[src/rtl/dbr_pkg.sv]
// Package dbr_pkg
// Shared transfer-class encoding for the delayed-branch next-PC block.
// Assumes a 3-bit class field; unused codes behave as "no transfer".
package dbr_pkg;

    typedef enum logic [2:0] {
        XF_NONE = 3'd0,
        XF_J    = 3'd1,
        XF_JAL  = 3'd2,
        XF_JR   = 3'd3,
        XF_JALR = 3'd4,
        XF_BR   = 3'd5
    } xfer_e;

endpackage

[src/rtl/dbr_target_calc.sv]
// Module dbr_target_calc
// Combinational redirect decision and target address for one instruction.
// Assumes pc_i is the address of the instruction being accepted; all
// relative and region computations use the delay-slot address pc_i + 4.
module dbr_target_calc
    import dbr_pkg::*;
#(
    parameter int ADDR_W = 32,
    parameter int TGT_W  = 26,
    parameter int OFF_W  = 16
) (
    input  logic [2:0]        kind_i,
    input  logic [ADDR_W-1:0] pc_i,
    input  logic [TGT_W-1:0]  tgt_i,
    input  logic [OFF_W-1:0]  off_i,
    input  logic [ADDR_W-1:0] rs_i,
    input  logic              taken_i,
    output logic              redir_o,
    output logic [ADDR_W-1:0] target_o
);

    localparam int REGION_W = ADDR_W - TGT_W - 2;
    localparam int SEXT_W   = ADDR_W - OFF_W - 2;

    logic [ADDR_W-1:0] slot_pc;
    logic [ADDR_W-1:0] abs_tgt;
    logic [ADDR_W-1:0] rel_tgt;
    xfer_e             kind;

    assign kind    = xfer_e'(kind_i);
    assign slot_pc = pc_i + ADDR_W'(4);

    // Absolute target: region bits of the delay-slot address over the field.
    generate
        if (REGION_W > 0) begin : g_region
            assign abs_tgt = {slot_pc[ADDR_W-1 -: REGION_W], tgt_i, 2'b00};
        end else begin : g_noregion
            assign abs_tgt = ADDR_W'({tgt_i, 2'b00});
        end
    endgenerate

    // Relative target: delay-slot address plus word offset.
    assign rel_tgt = slot_pc + {{SEXT_W{off_i[OFF_W-1]}}, off_i, 2'b00};

    // Select redirect and target by transfer class.
    always_comb begin
        redir_o  = 1'b0;
        target_o = abs_tgt;
        case (kind)
            XF_J, XF_JAL: begin
                redir_o  = 1'b1;
                target_o = abs_tgt;
            end
            XF_JR, XF_JALR: begin
                redir_o  = 1'b1;
                target_o = rs_i;
            end
            XF_BR: begin
                redir_o  = taken_i;
                target_o = rel_tgt;
            end
            default: begin
                redir_o  = 1'b0;
                target_o = abs_tgt;
            end
        endcase
    end

endmodule

[src/rtl/dbr_link_gen.sv]
// Module dbr_link_gen
// Link-register write request for linking jumps, valid in the accept cycle.
// Assumes accept_i is already gated by the advance strobe and slot state.
module dbr_link_gen
    import dbr_pkg::*;
#(
    parameter int ADDR_W   = 32,
    parameter int RIDX_W   = 5,
    parameter int LINK_REG = 31
) (
    input  logic              accept_i,
    input  logic [2:0]        kind_i,
    input  logic [RIDX_W-1:0] rd_i,
    input  logic [ADDR_W-1:0] pc_i,
    output logic              we_o,
    output logic [RIDX_W-1:0] idx_o,
    output logic [ADDR_W-1:0] val_o
);

    localparam logic [RIDX_W-1:0] LINK_IDX = RIDX_W'(LINK_REG);

    xfer_e kind;
    assign kind = xfer_e'(kind_i);

    // Return address skips the delay slot.
    assign val_o = pc_i + ADDR_W'(8);

    // Destination choice and zero-index suppression.
    always_comb begin
        we_o  = 1'b0;
        idx_o = '0;
        if (accept_i) begin
            if (kind == XF_JAL) begin
                idx_o = LINK_IDX;
                we_o  = (LINK_IDX != '0);
            end else if (kind == XF_JALR) begin
                idx_o = rd_i;
                we_o  = (rd_i != '0);
            end
        end
    end

endmodule

[src/rtl/dbr_pc_seq.sv]
// Module dbr_pc_seq
// Program counter with a one-entry pending-target register.
// Assumes redir_i/target_i describe the instruction at pc_o and are only
// honoured when no redirect is already pending (that instruction is then
// not a delay slot).
module dbr_pc_seq #(
    parameter int                ADDR_W  = 32,
    parameter logic [ADDR_W-1:0] RST_VEC = '0
) (
    input  logic              clk,
    input  logic              rst_n,
    input  logic              adv_i,
    input  logic              redir_i,
    input  logic [ADDR_W-1:0] target_i,
    output logic [ADDR_W-1:0] pc_o,
    output logic              pend_o,
    output logic [ADDR_W-1:0] pend_tgt_o
);

    // PC update: load the held target after the slot, else step by 4.
    always_ff @(posedge clk) begin
        if (!rst_n) begin
            pc_o       <= RST_VEC;
            pend_o     <= 1'b0;
            pend_tgt_o <= '0;
        end else if (adv_i) begin
            if (pend_o) begin
                pc_o   <= pend_tgt_o;
                pend_o <= 1'b0;
            end else begin
                pc_o   <= pc_o + ADDR_W'(4);
                pend_o <= redir_i;
                if (redir_i) begin
                    pend_tgt_o <= target_i;
                end
            end
        end
    end

endmodule

[src/rtl/dbr_nextpc.sv]
// Module dbr_nextpc
// Top of the delayed-branch next-PC generator: target calculation, link
// request generation and the PC/pending sequencer.
// Assumes the decoded inputs describe the instruction at fetch_pc_o.
module dbr_nextpc #(
    parameter int                ADDR_W   = 32,
    parameter int                TGT_W    = 26,
    parameter int                OFF_W    = 16,
    parameter int                RIDX_W   = 5,
    parameter int                LINK_REG = 31,
    parameter logic [ADDR_W-1:0] RST_VEC  = '0
) (
    input  logic              clk,
    input  logic              rst_n,
    input  logic              adv_i,
    input  logic [2:0]        xfer_kind_i,
    input  logic [TGT_W-1:0]  tgt26_i,
    input  logic [OFF_W-1:0]  off16_i,
    input  logic [ADDR_W-1:0] rs_val_i,
    input  logic [RIDX_W-1:0] rd_idx_i,
    input  logic              taken_i,
    output logic [ADDR_W-1:0] fetch_pc_o,
    output logic              link_we_o,
    output logic [RIDX_W-1:0] link_idx_o,
    output logic [ADDR_W-1:0] link_val_o
);

    logic              redir;
    logic [ADDR_W-1:0] target;
    logic              pend_q;
    logic [ADDR_W-1:0] pend_tgt_q;
    logic              accept_free;

    // An instruction counts as a transfer only outside a delay slot.
    assign accept_free = adv_i & ~pend_q;

    dbr_target_calc #(
        .ADDR_W (ADDR_W),
        .TGT_W  (TGT_W),
        .OFF_W  (OFF_W)
    ) calc_i (
        .kind_i   (xfer_kind_i),
        .pc_i     (fetch_pc_o),
        .tgt_i    (tgt26_i),
        .off_i    (off16_i),
        .rs_i     (rs_val_i),
        .taken_i  (taken_i),
        .redir_o  (redir),
        .target_o (target)
    );

    dbr_link_gen #(
        .ADDR_W   (ADDR_W),
        .RIDX_W   (RIDX_W),
        .LINK_REG (LINK_REG)
    ) link_i (
        .accept_i (accept_free),
        .kind_i   (xfer_kind_i),
        .rd_i     (rd_idx_i),
        .pc_i     (fetch_pc_o),
        .we_o     (link_we_o),
        .idx_o    (link_idx_o),
        .val_o    (link_val_o)
    );

    dbr_pc_seq #(
        .ADDR_W  (ADDR_W),
        .RST_VEC (RST_VEC)
    ) seq_i (
        .clk        (clk),
        .rst_n      (rst_n),
        .adv_i      (adv_i),
        .redir_i    (redir),
        .target_i   (target),
        .pc_o       (fetch_pc_o),
        .pend_o     (pend_q),
        .pend_tgt_o (pend_tgt_q)
    );

endmodule

[config.mk]
export PLATFORM = sky130hd
export DESIGN_NAME = dbr_nextpc
export DESIGN_NICKNAME = d
export VERILOG_FILES = /design/src/rtl/dbr_pkg.sv /design/src/rtl/dbr_target_calc.sv /design/src/rtl/dbr_link_gen.sv /design/src/rtl/dbr_pc_seq.sv /design/src/rtl/dbr_nextpc.sv
export SDC_FILE = /design/constraint.sdc
export NUM_CORES = 1
export LEC_CHECK = 0
export BUFFER_PORTS_ARGS = -buffer_cell sky130_fd_sc_hd__buf_2
export CAP_MARGIN = 20
export CELL_PAD_IN_SITES_DETAIL_PLACEMENT = 2
export CELL_PAD_IN_SITES_GLOBAL_PLACEMENT = 2
export CORE_ASPECT_RATIO = 0.75
export CORE_MARGIN = 5
export CORE_UTILIZATION = 33
export CTS_BUF_LIST = sky130_fd_sc_hd__clkbuf_16
export DETAILED_ROUTE_END_ITERATION = 7
export PLACE_DENSITY = 0.95
export REMOVE_ABC_BUFFERS = 1
export SLEW_MARGIN = 30
export SYNTH_ARGS = -nofsm -noshare
export SYNTH_HDL_FRONTEND = slang
export SYNTH_SLANG_ARGS = --single-unit
[constraint.sdc]
create_clock -name clk -period 5.6 [get_ports clk]
set_input_delay 0.84 -clock clk [delete_from_list [all_inputs] [get_ports clk]]
set_output_delay 0.84 -clock clk [all_outputs]
set_load 0.01 [all_outputs]
==> results.md, run 1 <==
- Maximum vdd drop: 0.0001661 V
- Final GP Congestion: 0.9552
- Remaining Overflow, GRT: 0
- Htree depth: 3
- Drt initial violations: 487
- Latest clock arrival within the worst-skew pair: 360 ps
- Max-slew headroom: 42.06%
- DRT antenna net count: 0
- Post-CTS resize count: 0
- FP Rows: 43
- Die width: 166.9 um
- Top delay family on crit path: simple AND/OR/NAND/NOR gates
- Unrepaired setup endpoints after global routing: false
- Crit path max fanout: 9
- Max Clk Rate: 198.5 MHz
- Post-CTS Setup Inserts: 0
- Starting density of the core: 33.30%
- Total negative slack: 0 ps
- Ports: 156
- CTS clock-pin slew for the worst setup and hold paths: 60 ps
- Synth cell types: 65
- Worst EP required: 5840 ps
- Max Cap Viol: 0
- First-pass GRT wire length: 44.85 mm
- Post-DP Area: 6959 sq um
- Sequential fraction of the synthesis area: 21.36%
- Most frequent cells in the layout: buf_2, nand2_1, a21oi_1
- WP buf/inv: 0
- Total power: 1.516 mW
- DRC Markers: 0
- Slew @ Worst Pin: 865.9 ps
- Initial antenna violation count: 0
- Crit-path cells: ha_1 > nand4_2 > nor4_4 > and2b_1 > nand3_1 > xnor2_1 > ha_1 > a21oi_1 > o21bai_1 > a21oi_1 > nor3_1 > or4_1 > a41oi_1 > mux2i_1 > o21ai_1
- Setup violators final: 0
- Area grow syn2layout: 19.31%
- Minimum clock period: 5039 ps
- Clock buffer depth: 2
- Vias per cell: 6.030
- Die Y: 127.7 um
- Most common cell after layout, fill and taps aside: buf_2
- Clock tree from TritonCTS: yes
- Clock Skews: 4.886 ps
- Ys async rst share: 0%
- CTS Sinks: 65
- Core area: 18,290 sq um
- Nets@finish: 1,042
- Gate Count Post-Synth: 815
- Finished Cell Area: 7267 sq um
- Critical path class: flop to flop
- Dominant register cell in the synthesized netlist: dfxtp_1
- Vias in the first global route: 7,604
- CP peak stage delay: 530 ps
- CTS root buffer: clkbuf_16
- Post-synthesis register bit count: 65
- Worst setup EP type: flop
- Arrival time at the worst endpoint: 5280 ps
- Number of synthesized flops with an enable pin: 0
- Yosys warnings: 0
- 1st-pass router iterations: 4
- Hold Fails Final Rpt: 0
- Critical-path top delay cell: dfxtp_1
- WL final: 29.43 mm
- Antenna cells: 0
- CTS Buf Count: 9
- Post-Syn Area per Cell: 7.473 sq um
- Outcome: finished, final reports clean
- Avg WL per Cell: 25.15 um
- PwrDens: 208.6 nW/um^2
- Largest net degree at the start of global routing: 41
- DIE AREA: 21,300 sq um
- Period utilization: 89.98%
- # hold bufs at CTS: 0
- Vias: 7,055
- Hpwl dp: 21.43 mm
- Leak: 3.244 nW
- GR Util All Layers: 26.92%
- Port buffer count: 155
- Startpoint class of the critical path: flop
- Share of post-route cells with drive strength above 1: 22.43%
- Final Max Slew Viols: 0
- Mapped Area: 6091 sq um
- Hold Path Class: flop to flop
kinds of logic after synthesis:
logic type	count (synthesis)	share of synthesized area (%)
AND/OR/NAND/NOR	291	24.51
multiplexers	23	3.862
AO/OA/AOI/OAI	233	24.61
flip-flops	65	21.36
XOR/XNOR	76	11.48
buffers and inverters	89	6.245
adder cells (fa/ha/maj)	38	7.929
sequential cells by signal (all words and copies together) (netlist names):
signal,cells
seq_i.pc_o,32
seq_i.pend_o,1
seq_i.pend_tgt_o,32
through the flow:
| step | hold WS (ps) | setup slack, ps | std cells | utilization (%) |
|---|---|---|---|---|
| floorplan | 441.3 | 1690 | 742 | - |
| global placement | 453.4 | 1228 | 1153 | 37.99 |
| detailed placement | 473.4 | 942.0 | 1153 | 38.04 |
| CTS | 485.2 | 616.4 | 1169 | 39.66 |
| global route | 502.8 | 353.7 | 1170 | 39.73 |
| finish | 478.2 | 561.0 | 1170 | 39.73 |
final cells by class:
| cell class | count | area [sq um] |
|---|---|---|
| Clock inverter | 7 | 71.32 |
| Timing Repair Buffer | 165 | 854.6 |
| Tap cell | 247 | 309.0 |
| Clock buffer | 9 | 225.2 |
| Inverter | 16 | 60.06 |
| Multi-Input combinational cell | 661 | 4446 |
| Sequential cell | 65 | 1301 |
| Fill cell | 2164 | 11030 |
cell usage after synthesis (all sizes together), types with 5 or more instances:
library cell / number / area share (%)
a211oi: 6 / 0.82
a21boi: 8 / 0.99
a21o: 10 / 1.2
a21oi: 76 / 6.2
a221oi: 34 / 5.2
a22oi: 5 / 0.62
a31oi: 10 / 1.0
and2: 7 / 0.72
and3: 14 / 1.4
buf: 18 / 1.9
clkbuf: 55 / 3.4
dfxtp: 65 / 21
ha: 37 / 7.6
inv: 16 / 0.99
mux2i: 19 / 3.1
nand2: 95 / 6.1
nand2b: 8 / 0.82
nand3: 38 / 3.2
nand4: 25 / 2.8
nor2: 47 / 2.9
nor2b: 18 / 1.8
nor3: 15 / 1.2
o211ai: 7 / 0.86
o21a: 6 / 0.74
o21ai: 52 / 4.3
o221ai: 6 / 0.86
or4: 5 / 0.62
xnor2: 51 / 7.9
xor2: 25 / 3.6
routing by layer:
metal	GRT usage (%)	share of wire [%]	wire length (um)	vias to the layer above
met2	44.46	46	13510	308
li1	-	-	-	3149
met5	0	0	0	-
met4	10.68	3.4	998	0
met3	5.271	6.9	2027	64
met1	34.85	44	12890	3534
tightest hold or removal path: stages (launching register included):
cell,delay (ps)
dfxtp_1,310
nand2_1,50
a21boi_0,60
path summary, 6_finish.rpt:
| path | slack [ps] | endpoint | from | cells after the start |
|---|---|---|---|---|
| setup / recovery | 560 | seq_i.pend_tgt_o[30] | seq_i.pc_o[4] | 15 |
| hold / removal | 480 | seq_i.pc_o[0] | seq_i.pend_tgt_o[0] | 2 |
| setup reg to reg | 560 | seq_i.pend_tgt_o[30] | seq_i.pc_o[4] | 15 |
| hold reg to reg | 480 | seq_i.pc_o[0] | seq_i.pend_tgt_o[0] | 2 |
power breakdown:
group          total, mW  leakage (nW)  switching, mW  internal [mW]
logic              0.393          2.57          0.249          0.144
registers          0.530         0.531         0.0373          0.493
clock network      0.594         0.137          0.250          0.343
Power figures use the tool's default switching activity.
==> run 2, diff against run 1 <==
--- a/config.mk
+++ b/config.mk
@@ -5,13 +5,14 @@
 export SDC_FILE = /design/constraint.sdc
 export NUM_CORES = 1
 export LEC_CHECK = 0
+export ABC_AREA = 1
 export BUFFER_PORTS_ARGS = -buffer_cell sky130_fd_sc_hd__buf_2
 export CAP_MARGIN = 20
 export CELL_PAD_IN_SITES_DETAIL_PLACEMENT = 2
 export CELL_PAD_IN_SITES_GLOBAL_PLACEMENT = 2
 export CORE_ASPECT_RATIO = 0.75
 export CORE_MARGIN = 5
-export CORE_UTILIZATION = 33
+export CORE_UTILIZATION = 31
 export CTS_BUF_LIST = sky130_fd_sc_hd__clkbuf_16
 export DETAILED_ROUTE_END_ITERATION = 7
 export PLACE_DENSITY = 0.95
==> run 2 against run 1 <==
Against the previous run:
- register-to-register slack gained 1000 ps
- power shrank 2.9%
- first-iteration DRC count grew 27%
- final cell count grew 29%
- non-clock buffer count shrank 7
- critical path depth shrank 9
- sequential power shrank 2%
- count of clock-buffer cells in the layout is the same
- combinational power shrank 14%
- die area grew 14%
- wire length grew 25%
- critical endpoint is now link_idx_o[3]
- largest power group unchanged
==> results.md, run 2 <==
- Setup violators final: 0 (unchanged)
- Worst EP required: 4760 ps (-1080 ps)
- Drt initial violations: 618 (+27%)
- Synth top cells by count: nand2_1, inv_1, nor2_1
- Startpoint class of the critical path: primary input
- Die width: 178.2 um (+6.8%)
- Hold Fails Final Rpt: 0 (unchanged)
- Sequential fraction of the synthesis area: 19.77% (-1.6 points)
- Outcome: finished, final reports clean
- CTS root buffer: clkbuf_16
- Finished Cell Area: 7858 sq um (+8.1%)
- Synth cell types: 50 (-23%)
- Biggest regs: seq_i.pc_o (32), seq_i.pend_tgt_o (32), seq_i.pend_o (1)
- Remaining Overflow, GRT: 0 (unchanged)
- Most common cell after layout, fill and taps aside: nand2_1
- CTS clock-pin slew for the worst setup and hold paths: 60 ps (about the same)
- WL final: 36.75 mm (+25%)
- Worst Setup SP: adv_i
- Max Cap Viol: 0 (unchanged)
- Critical register-to-register path endpoint: seq_i.pend_tgt_o[23]
- Initial antenna violation count: 1 (+1)
- Reg2reg setup slack: 1560 ps (+1000 ps)
- Period utilization: 72.50% (-17 points)
- Htree depth: 3 (unchanged)
- Most used routing layer: met2
- Filler cells: 2,668 (+23%)
- CP dominant cell by count: buf_2
- CTS Buf Count: 9 (unchanged)
- Dominant register cell in the synthesized netlist: dfxtp_1
- Synth top area cells: dfxtp_1, nand2_1, inv_1
- Post-synth top area cell: dfxtp_1
- DIE AREA: 24,270 sq um (+14%)
- GR Util met3: 6.505% (+1.2 points)
- First-pass GRT wire length: 54.30 mm (+21%)
- Core area: 21,010 sq um (+15%)
- Worst Hold End: seq_i.pc_o[2]
- Gate Count Post-Synth: 1,085 (+33%)
- Crit path max fanout: 21 (+12)
- Nets@finish: 1,342 (+29%)
- Minimum clock period: 4060 ps (-978.9 ps)
- Worst Hold Launch: seq_i.pend_tgt_o[2]
- Vias per cell: 5.543 (-8.1%)
- Leak: 3.998 nW (+23%)
- Top-count cell post-synth: nand2_1
- Critical R2R Launch: seq_i.pc_o[2]
- FP Rows: 46 (+7.0%)
- Avg WL per Cell: 24.32 um (-3.3%)
- Port buffer count: 155 (unchanged)
- # hold bufs at CTS: 0 (unchanged)
- Latest clock arrival within the worst-skew pair: 370 ps (about the same)
- Clock tree from TritonCTS: yes
- Clock buffer depth: 2 (unchanged)
- Vias in the first global route: 9,105 (+20%)
- CP peak stage delay: 720 ps (+190 ps)
- Area grow syn2layout: 19.39% (about the same)
- Hold Path Class: flop to flop
- GR Layer Usage met1: 36.04% (+1.2 points)
- Maximum vdd drop: 0.0001251 V (-25%)
- Antenna cells: 0 (unchanged)
- Number of synthesized flops with an enable pin: 0 (unchanged)
- Starting density of the core: 31.33% (-2.0 points)
- CTS Sinks: 65 (unchanged)
- DRC Markers: 0 (unchanged)
- Fin Hold WS: 493.5 ps (+15.30 ps)
- Unrepaired setup endpoints after global routing: false
- Hpwl dp: 29.12 mm (+36%)
- Mapped Area: 6581 sq um (+8.1%)
- Slew @ Worst Pin: 808.2 ps (-57.69 ps)
- Largest net degree at the start of global routing: 40 (-2.4%)
- Worst Hold Path Cells: 2 (unchanged)
- Post-DP Area: 7561 sq um (+8.6%)
- Post-Syn Area per Cell: 6.066 sq um (-19%)
- Pre-CTS setup slack: 1579 ps (+637.1 ps)
- Synth top area share: 19.77% (-1.6 points)
- GR Util All Layers: 29.75% (+2.8 points)
- Clock Skews: 7.172 ps (+2.287 ps)
- Crit-path cells: buf_2 > inv_1 > nor2_2 > clkinv_1 > a21oi_1 > buf_2
- Yosys warnings: 0 (unchanged)
- Ports: 156 (unchanged)
- Ys async rst share: 0% (unchanged)
- Critical path class: primary input to output port
- GR met2 Demand/Resource: 50.83% (+6.4 points)
- Reg2Reg Depth: 19 (+4)
- Post-CTS resize count: 0 (unchanged)
- Die Y: 136.2 um (+6.7%)
- Max Clk Rate: 246.3 MHz (+24%)
- Final Max Slew Viols: 0 (unchanged)
- PwrDens: 187.4 nW/um^2 (-10%)
- Vias: 8,375 (+19%)
- Final WS setup: 1540 ps (+978.9 ps)
- Total negative slack: 0 ps (unchanged)
- Critical-path top delay cell: nor2_2
- Final GP Congestion: 0.9194 (-3.7%)
- Post-CTS Setup Inserts: 0 (unchanged)
- Most frequent cells in the layout: nand2_1, buf_2, inv_1
- Max-slew headroom: 46.12% (+4.1 points)
- Worst setup EP type: output port
- Arrival time at the worst endpoint: 3220 ps (-2060 ps)
- DRT antenna net count: 0 (unchanged)
- Post-synthesis register bit count: 65 (unchanged)
- 1st-pass router iterations: 5 (+1)
- Final core occ: 37.40% (-2.3 points)
- Share of post-route cells with drive strength above 1: 20.36% (-2.1 points)
==> run 2: cell types whose count changed in the layout (fill, tap and decap cells not counted), sizes merged, moves of 15 or more <==
cell,before,now
a221oi,34,17
a31oi,10,25
inv,16,153
mux2i,19,0
nand2,95,350
nand3,38,67
nor2,47,102
nor2b,18,0
xnor2,51,6
xor2,25,42
==> run 2: worst max-delay path, delay by kind of cell <==
| family | cells | cell delay [ps] |
|---|---|---|
| AOI/OAI and AO/OA | 1 | 290 |
| buffers and inverters | 4 | 1350 |
| and+or+nand+nor | 1 | 720 |
==> run 2: cell families after synthesis <==
kind of cell	share of synthesized area [%]
DFF	19.77
adders and majority gates	7.338
AOI/OAI and AO/OA	16.48
and+or+nand+nor	38.44
buffers and inverters	11.46
xor gates and xnor gates	6.502
==> run 2: worst max path at each step <==
stage	depth (start not counted)	slack, ps	endpoint
finish	6	1540	link_idx_o[3]
global route	19	1340	seq_i.pend_tgt_o[23]
CTS	19	1580	seq_i.pend_tgt_o[23]
detailed placement	7	1580	seq_i.pend_tgt_o[23]
global placement	8	1960	seq_i.pend_tgt_o[6]
floorplan	4	1990	link_idx_o[1]
==> run 2: report_power, final <==
| part | leakage [nW] | internal (mW) | switching, mW |
|---|---|---|---|
| combinational | 3.32 | 0.106 | 0.231 |
| sequential | 0.530 | 0.488 | 0.0308 |
| clock | 0.143 | 0.345 | 0.272 |
| total | 4.00 | 0.939 | 0.534 |
==> run 2: metal layers <==
layer | part of all wire (%) | up-vias
met4 | 4.3 | 2
li1 | - | 3767
met2 | 47 | 360
met3 | 6.8 | 110
met5 | 0.054 | -
met1 | 42 | 4136
==> run 2: cell type report <==
class | count | area [sq um] | area share (%)
Clock buffer | 9 | 225.2 | 2.866
Clock inverter | 7 | 71.32 | 0.9076
Inverter | 152 | 570.5 | 7.261
Multi-Input combinational cell | 832 | 4531 | 57.66
Sequential cell | 65 | 1301 | 16.56
Tap cell | 288 | 360.3 | 4.586
Timing Repair Buffer | 158 | 798.3 | 10.16
==> run 2: through the flow <==
stage	power, mW	std cells
after floorplan	0.6890	1049
after global placement	0.8224	1495
after detailed placement	0.8545	1495
after CTS	1.462	1511
after global routing	1.507	1511
final	1.473	1511
